File: config.mk
export PLATFORM = sky130hd
export DESIGN_NAME = tick_timer8
export DESIGN_NICKNAME = d
export VERILOG_FILES = /design/src/rtl/tmr_pkg.sv /design/src/rtl/tmr_edge_sync.sv /design/src/rtl/tmr_prescale.sv /design/src/rtl/tmr_count.sv /design/src/rtl/tick_timer8.sv
export SDC_FILE = /design/constraint.sdc
export NUM_CORES = 1
export LEC_CHECK = 0
export ABC_AREA = 1
export CAP_MARGIN = 20
export CORE_UTILIZATION = 40
export DETAILED_ROUTE_END_ITERATION = 8
export PLACE_DENSITY = 0.66
export SETUP_SLACK_MARGIN = 0.02
export SLEW_MARGIN = 5
export SYNTH_ARGS = -nofsm -noshare
export SYNTH_HDL_FRONTEND = slang
export SYNTH_SLANG_ARGS = --single-unit
File: constraint.sdc
create_clock -name clk -period 1.8 [get_ports clk]
set_input_delay 0.54 -clock clk [delete_from_list [all_inputs] [get_ports clk]]
set_output_delay 0.54 -clock clk [all_outputs]
set_load 0.005 [all_outputs]
File: src/rtl/tmr_pkg.sv
package tmr_pkg;

  localparam int TMR_W      = 8;
  localparam int PRE_W      = 8;
  localparam int SEL_W      = $clog2(PRE_W);
  localparam int SYNC_DEPTH = 2;
  localparam int GUARD_CYC  = 2;

  localparam logic [1:0] A_COUNT = 2'd0;
  localparam logic [1:0] A_CTRL  = 2'd1;
  localparam logic [1:0] A_FLAG  = 2'd2;

  typedef struct packed {
    logic [SEL_W-1:0] pre_sel;
    logic             bypass;
    logic             edge_fall;
    logic             src_ext;
  } tmr_ctrl_t;

  localparam int CTRL_W = $bits(tmr_ctrl_t);

  // Low bits of the prescaler that must all be ones for a divided tick.
  function automatic logic [PRE_W-1:0] tap_mask(input logic [SEL_W-1:0] sel);
    logic [PRE_W-1:0] ones;
    ones = '1;
    return ones >> (SEL_W'(PRE_W - 1) - sel);
  endfunction

  function automatic logic [TMR_W-1:0] bump(input logic [TMR_W-1:0] v);
    return v + TMR_W'(1);
  endfunction

endpackage

File: src/rtl/tmr_edge_sync.sv
module tmr_edge_sync #(
  parameter int STAGES = tmr_pkg::SYNC_DEPTH
) (
  input  logic clk,
  input  logic rst_n,
  input  logic pin,
  output logic rise,
  output logic fall
);

  logic [STAGES:0] sh_q;

  always_ff @(posedge clk or negedge rst_n) begin
    if (!rst_n) sh_q <= '0;
    else        sh_q <= {sh_q[STAGES-1:0], pin};
  end

  assign rise =  sh_q[STAGES-1] & ~sh_q[STAGES];
  assign fall = ~sh_q[STAGES-1] &  sh_q[STAGES];

  // a detected edge cannot repeat on the following cycle
  a_r3_rise_single: assert property (@(posedge clk) disable iff (!rst_n)
    rise |=> !rise);
  a_r4_fall_single: assert property (@(posedge clk) disable iff (!rst_n)
    fall |=> !fall);

endmodule

File: src/rtl/tmr_prescale.sv
module tmr_prescale
  import tmr_pkg::*;
(
  input  logic             clk,
  input  logic             rst_n,
  input  logic             ev_in,
  input  logic             clr,
  input  logic             bypass,
  input  logic [SEL_W-1:0] sel,
  output logic             step
);

  logic [PRE_W-1:0] pre_q;
  logic             tap_hit;

  always_ff @(posedge clk or negedge rst_n) begin
    if (!rst_n)     pre_q <= '0;
    else if (clr)   pre_q <= '0;
    else if (ev_in) pre_q <= pre_q + PRE_W'(1);
  end

  assign tap_hit = &(pre_q | ~tap_mask(sel));
  assign step    = bypass ? ev_in : (ev_in & tap_hit);

  // a divided tick only ever comes from a source event
  a_r5_step_needs_event: assert property (@(posedge clk) disable iff (!rst_n)
    step |-> ev_in);
  // bypass passes every event through
  a_r6_bypass_passes: assert property (@(posedge clk) disable iff (!rst_n)
    (bypass && ev_in) |-> step);

endmodule

File: src/rtl/tmr_count.sv
module tmr_count
  import tmr_pkg::*;
(
  input  logic             clk,
  input  logic             rst_n,
  input  logic             step,
  input  logic             load,
  input  logic [TMR_W-1:0] load_val,
  input  logic             flag_clr,
  output logic [TMR_W-1:0] cnt_q,
  output logic             ovf_q,
  output logic             guard
);

  localparam int GW = $clog2(GUARD_CYC + 1);

  logic [GW-1:0] guard_q;
  logic          wrap;

  assign wrap  = step & ~load & (&cnt_q);
  assign guard = (guard_q != '0);

  always_ff @(posedge clk or negedge rst_n) begin
    if (!rst_n) begin
      cnt_q   <= '0;
      guard_q <= '0;
    end else if (load) begin
      cnt_q   <= load_val;
      guard_q <= GW'(GUARD_CYC);
    end else begin
      if (step)  cnt_q   <= bump(cnt_q);
      if (guard) guard_q <= guard_q - GW'(1);
    end
  end

  always_ff @(posedge clk or negedge rst_n) begin
    if (!rst_n)        ovf_q <= 1'b0;
    else if (wrap)     ovf_q <= 1'b1;
    else if (flag_clr) ovf_q <= 1'b0;
  end

  // a load always wins
  a_r11_load_wins: assert property (@(posedge clk) disable iff (!rst_n)
    load |=> cnt_q == $past(load_val));
  // counter frozen while the guard window is open
  a_r9_guard_freeze: assert property (@(posedge clk) disable iff (!rst_n)
    (guard && !load) |=> $stable(cnt_q));
  // a wrap always leaves the flag set
  a_r10_wrap_sets: assert property (@(posedge clk) disable iff (!rst_n)
    (step && !load && cnt_q == '1) |=> (ovf_q && cnt_q == '0));
  // flag is sticky without a clearing write
  a_r8_flag_sticky: assert property (@(posedge clk) disable iff (!rst_n)
    (ovf_q && !flag_clr) |=> ovf_q);

endmodule

File: src/rtl/tick_timer8.sv
module tick_timer8
  import tmr_pkg::*;
(
  input  logic       clk,
  input  logic       rst_n,
  input  logic       inst_tick,
  input  logic       ext_pin,
  input  logic       bus_wr,
  input  logic [1:0] bus_addr,
  input  logic [7:0] bus_wdata,
  output logic [7:0] bus_rdata,
  output logic       ovf_irq
);

  tmr_ctrl_t        ctl_q;
  logic             pin_rise, pin_fall;
  logic             pin_ev, src_ev, gated_ev, step;
  logic             wr_cnt, wr_ctl, flag_clr;
  logic             guard;
  logic [TMR_W-1:0] cnt_q;
  logic             ovf_q;

  assign wr_cnt   = bus_wr && bus_addr == A_COUNT;
  assign wr_ctl   = bus_wr && bus_addr == A_CTRL;
  assign flag_clr = bus_wr && bus_addr == A_FLAG && !bus_wdata[0];

  always_ff @(posedge clk or negedge rst_n) begin
    if (!rst_n)      ctl_q <= '0;
    else if (wr_ctl) ctl_q <= tmr_ctrl_t'(bus_wdata[CTRL_W-1:0]);
  end

  tmr_edge_sync #(.STAGES(SYNC_DEPTH)) u_sync (
    .clk  (clk),
    .rst_n(rst_n),
    .pin  (ext_pin),
    .rise (pin_rise),
    .fall (pin_fall)
  );

  assign pin_ev   = ctl_q.edge_fall ? pin_fall : pin_rise;
  assign src_ev   = ctl_q.src_ext ? pin_ev : inst_tick;
  assign gated_ev = src_ev & ~guard & ~wr_cnt;

  tmr_prescale u_pre (
    .clk   (clk),
    .rst_n (rst_n),
    .ev_in (gated_ev),
    .clr   (wr_cnt),
    .bypass(ctl_q.bypass),
    .sel   (ctl_q.pre_sel),
    .step  (step)
  );

  tmr_count u_cnt (
    .clk     (clk),
    .rst_n   (rst_n),
    .step    (step),
    .load    (wr_cnt),
    .load_val(bus_wdata[TMR_W-1:0]),
    .flag_clr(flag_clr),
    .cnt_q   (cnt_q),
    .ovf_q   (ovf_q),
    .guard   (guard)
  );

  always_comb begin
    unique case (bus_addr)
      A_COUNT: bus_rdata = 8'(cnt_q);
      A_CTRL:  bus_rdata = 8'(ctl_q);
      A_FLAG:  bus_rdata = {7'd0, ovf_q};
      default: bus_rdata = 8'd0;
    endcase
  end

  assign ovf_irq = ovf_q;

  // internal source ignores the pin
  a_r2_pin_ignored: assert property (@(posedge clk) disable iff (!rst_n)
    (!ctl_q.src_ext && !inst_tick) |-> !step);
  // external source ignores the instruction tick
  a_r3_tick_ignored: assert property (@(posedge clk) disable iff (!rst_n)
    (ctl_q.src_ext && !pin_rise && !pin_fall) |-> !step);
  // interrupt output follows the flag read at address 2
  a_r7_irq_matches: assert property (@(posedge clk) disable iff (!rst_n)
    (bus_addr == A_FLAG) |-> (bus_rdata[0] == ovf_irq));

endmodule

==> flow_summary.json, run 1 <==
{
  "outcome": "complete, no violations",
  "skew_ns": 0.00784,
  "die_h_um": 66.4,
  "drv_cap": 0,
  "startpoint": "bus_addr[0]",
  "wl_um": 3780,
  "hpwl_um": 2800,
  "drive_gt1_share_pct": 21.5,
  "root_buffer": "clkbuf_8",
  "wl_per_cell_um": 11.6,
  "synthTopCellsByCount": "nand2_1, dfrtp_1, inv_1",
  "rows": 23,
  "yosys_warnings": 0,
  "r2r_setup_slack_ns": 0.29,
  "tns_ns": 0,
  "synth_cells": 228,
  "clk_latency_ns": 0.27,
  "area_growth_pct": 30.6,
  "first_global_vias": 1547,
  "ys_ff_latch": 28,
  "antenna_found_initial": 0,
  "tritoncts": "done",
  "coreArea_mm2": 0.00400,
  "p_per_area_mw_per_mm2": 992,
  "die-area_mm2": 0.00441,
  "grt_start_max_net_pins": 29,
  "yosysMostFrequentCell": "nand2_1",
  "max_clock_freq_mhz": 569,
  "worst_setup_path_end_kind": "output port",
  "io_pins": 24,
  "r2r_end": "u_cnt.cnt_q[3]$_DFFE_PN0P_",
  "crit_path_max_fanout": 3,
  "drc": 0,
  "pre_cts_ws_ns": -0.803,
  "ys_seq_area_share_pct": 42.3,
  "required_ns": 1.26,
  "num_vias": 1585,
  "hold_class": "flip-flop to flip-flop",
  "hold_viol_final": 0,
  "yosysTopAreaCell": "dfrtp_1",
  "syn_area_mm2": 0.00166,
  "ff2ff_path_depth": 10,
  "diodes": 0,
  "synthArstFlopShare_pct": 100,
  "startpoint_type": "input pin",
  "tightestPinTransition_ns": 0.360,
  "crit_type": "input pin to output port",
  "period_needed_ns": 1.76,
  "fillCellCount": 381,
  "grtUsageTotal_pct": 19.7,
  "finalMaxSlewViolations": 0,
  "synth.area.top_cells": "dfrtp_1, nand2_1, nand3_1",
  "htreeDepth": 1,
  "fin_ws_ns": 0.0423,
  "place.gp.congestion": 0.808,
  "period_share_pct": 97.6,
  "leakagePower_nw": 1.10,
  "relSlewSlack_pct": 76.0,
  "drtPass1Iterations": 4,
  "synth_flop_cell": "dfrtp_1",
  "stdcell_area_mm2": 0.00217,
  "setup_viol": 0,
  "synth_cell_type_count": 25,
  "r2r-start": "u_cnt.guard_q[0]$_DFFE_PN0P_",
  "grt_pass1_wl_um": 6640,
  "ant_nets": 0,
  "ctsHoldBuffers": 0,
  "power_mw": 2.15,
  "die_width_um": 66.4,
  "overflow": 0,
  "yosys.area.top_type_share_pct": 42.3,
  "rsz0062_at_grt": "yes",
  "crit_end": "bus_rdata[5]",
  "cts_buffers": 3,
  "syn_nets": 246,
  "ir_drop_v": 0.000438,
  "placed_area_mm2": 0.00209,
  "synth_edf_count": 0,
  "port_buffers": 23,
  "clk_pin_slew_ns": 0.09,
  "vias_per_cell": 4.88,
  "cp.arrival_ns": 1.22,
  "ctsLongestPathBuffers": 2,
  "syn_avg_cell_area_um2": 7.27,
  "start_util_pct": 41.4,
  "hold_slack_ns": 0.355,
  "first_iter_violations": 100,
  "cts.sinks": 28,
  "nets": 294
}
==> how the worst min path moves through the flow <==
stage | startpoint | to | cells past startpoint
detailed placement | u_sync.sh_q[0]$_DFF_PN0_ | u_sync.sh_q[1]$_DFF_PN0_ | 0
global placement | u_sync.sh_q[0]$_DFF_PN0_ | u_sync.sh_q[1]$_DFF_PN0_ | 0
floorplan | rst_n | ctl_q[0]$_DFFE_PN0P_ | 0
finish | u_sync.sh_q[0]$_DFF_PN0_ | u_sync.sh_q[1]$_DFF_PN0_ | 0
global route | u_sync.sh_q[0]$_DFF_PN0_ | u_sync.sh_q[1]$_DFF_PN0_ | 0
CTS | u_sync.sh_q[0]$_DFF_PN0_ | u_sync.sh_q[1]$_DFF_PN0_ | 0
==> area by class of cell <==
type,count,area (µm²),area share [%]
Clock buffer,4,55.1,2.54
Sequential cell,28,701,32.4
Multi-Input combinational cell,167,850,39.2
Inverter,29,109,5.03
Tap cell,50,62.6,2.89
Timing Repair Buffer,47,389,18.0
==> cell families (layout without fill, tap and decap cells) <==
family	Yosys count	after routing	synth area share, %
xor+xnor	4	4	2.11
flops	28	28	42.3
buf+inv	33	80	7.92
compound gates	29	29	8.90
simple gates	131	131	36.5
fa+ha+maj	3	3	2.26
==> cell usage in the layout (no fill, tap or decap), drive strengths merged <==
cell            n
clkdlybuf4s15   1
nand4           3
o22ai           2
nor3            7
nand3          23
dfrtp          28
ha              3
clkdlybuf4s50  13
clkbuf          5
o21ai          20
xor2            3
nor4            1
xnor2           1
a21oi           7
inv            29
nor2           21
nand2          76
buf            32
==> worst max-delay path: stages <==
cell	delay [ns]
buf_6	0.10
nor2_4	0.16
buf_6	0.13
buf_6	0.09
nand2_4	0.04
o21ai_2	0.05
buf_2	0.11
==> what timing repair did <==
item / in CTS / in global routing
setup buffers: 3 / 0
gates resized for setup: 42 / 11
pin swaps: 3 / 3
setup endpoints to repair: 8 / 6
==> sequential cells by signal, indices dropped and copies added, names as in the netlist <==
name / flops
u_pre.pre_q: 8
u_cnt.ovf_q: 1
u_cnt.cnt_q: 8
u_sync.sh_q: 3
ctl_q: 6
u_cnt.guard_q: 2
==> stage by stage <==
stage	cells	utilization, %
floorplan	228	-
global placement	319	52.3
detailed placement	319	52.3
CTS	326	54.1
global route	325	54.1
finish	325	54.1
==> power breakdown <==
group	total (mW)	switching [mW]	internal, mW
logic	0.846	0.468	0.379
clock network	0.391	0.195	0.196
registers	0.911	0.127	0.784
total	2.15	0.790	1.36
==> metal layers <==
layer / up-vias / wire length, µm / track usage (%)
met2: 32 / 1900 / 35.6
met3: 2 / 110 / 2.24
li1: 822 / - / -
met5: - / 0 / 0
met1: 729 / 1750 / 24.7
met4: 0 / 18 / 4.79
Power figures use the tool's default switching activity.
==> run 2: changes to the inputs <==
- CAP_MARGIN: 20 -> default
==> results of run 2 <==
No change in the layout: final DEF, timing and power equal those of run 1.
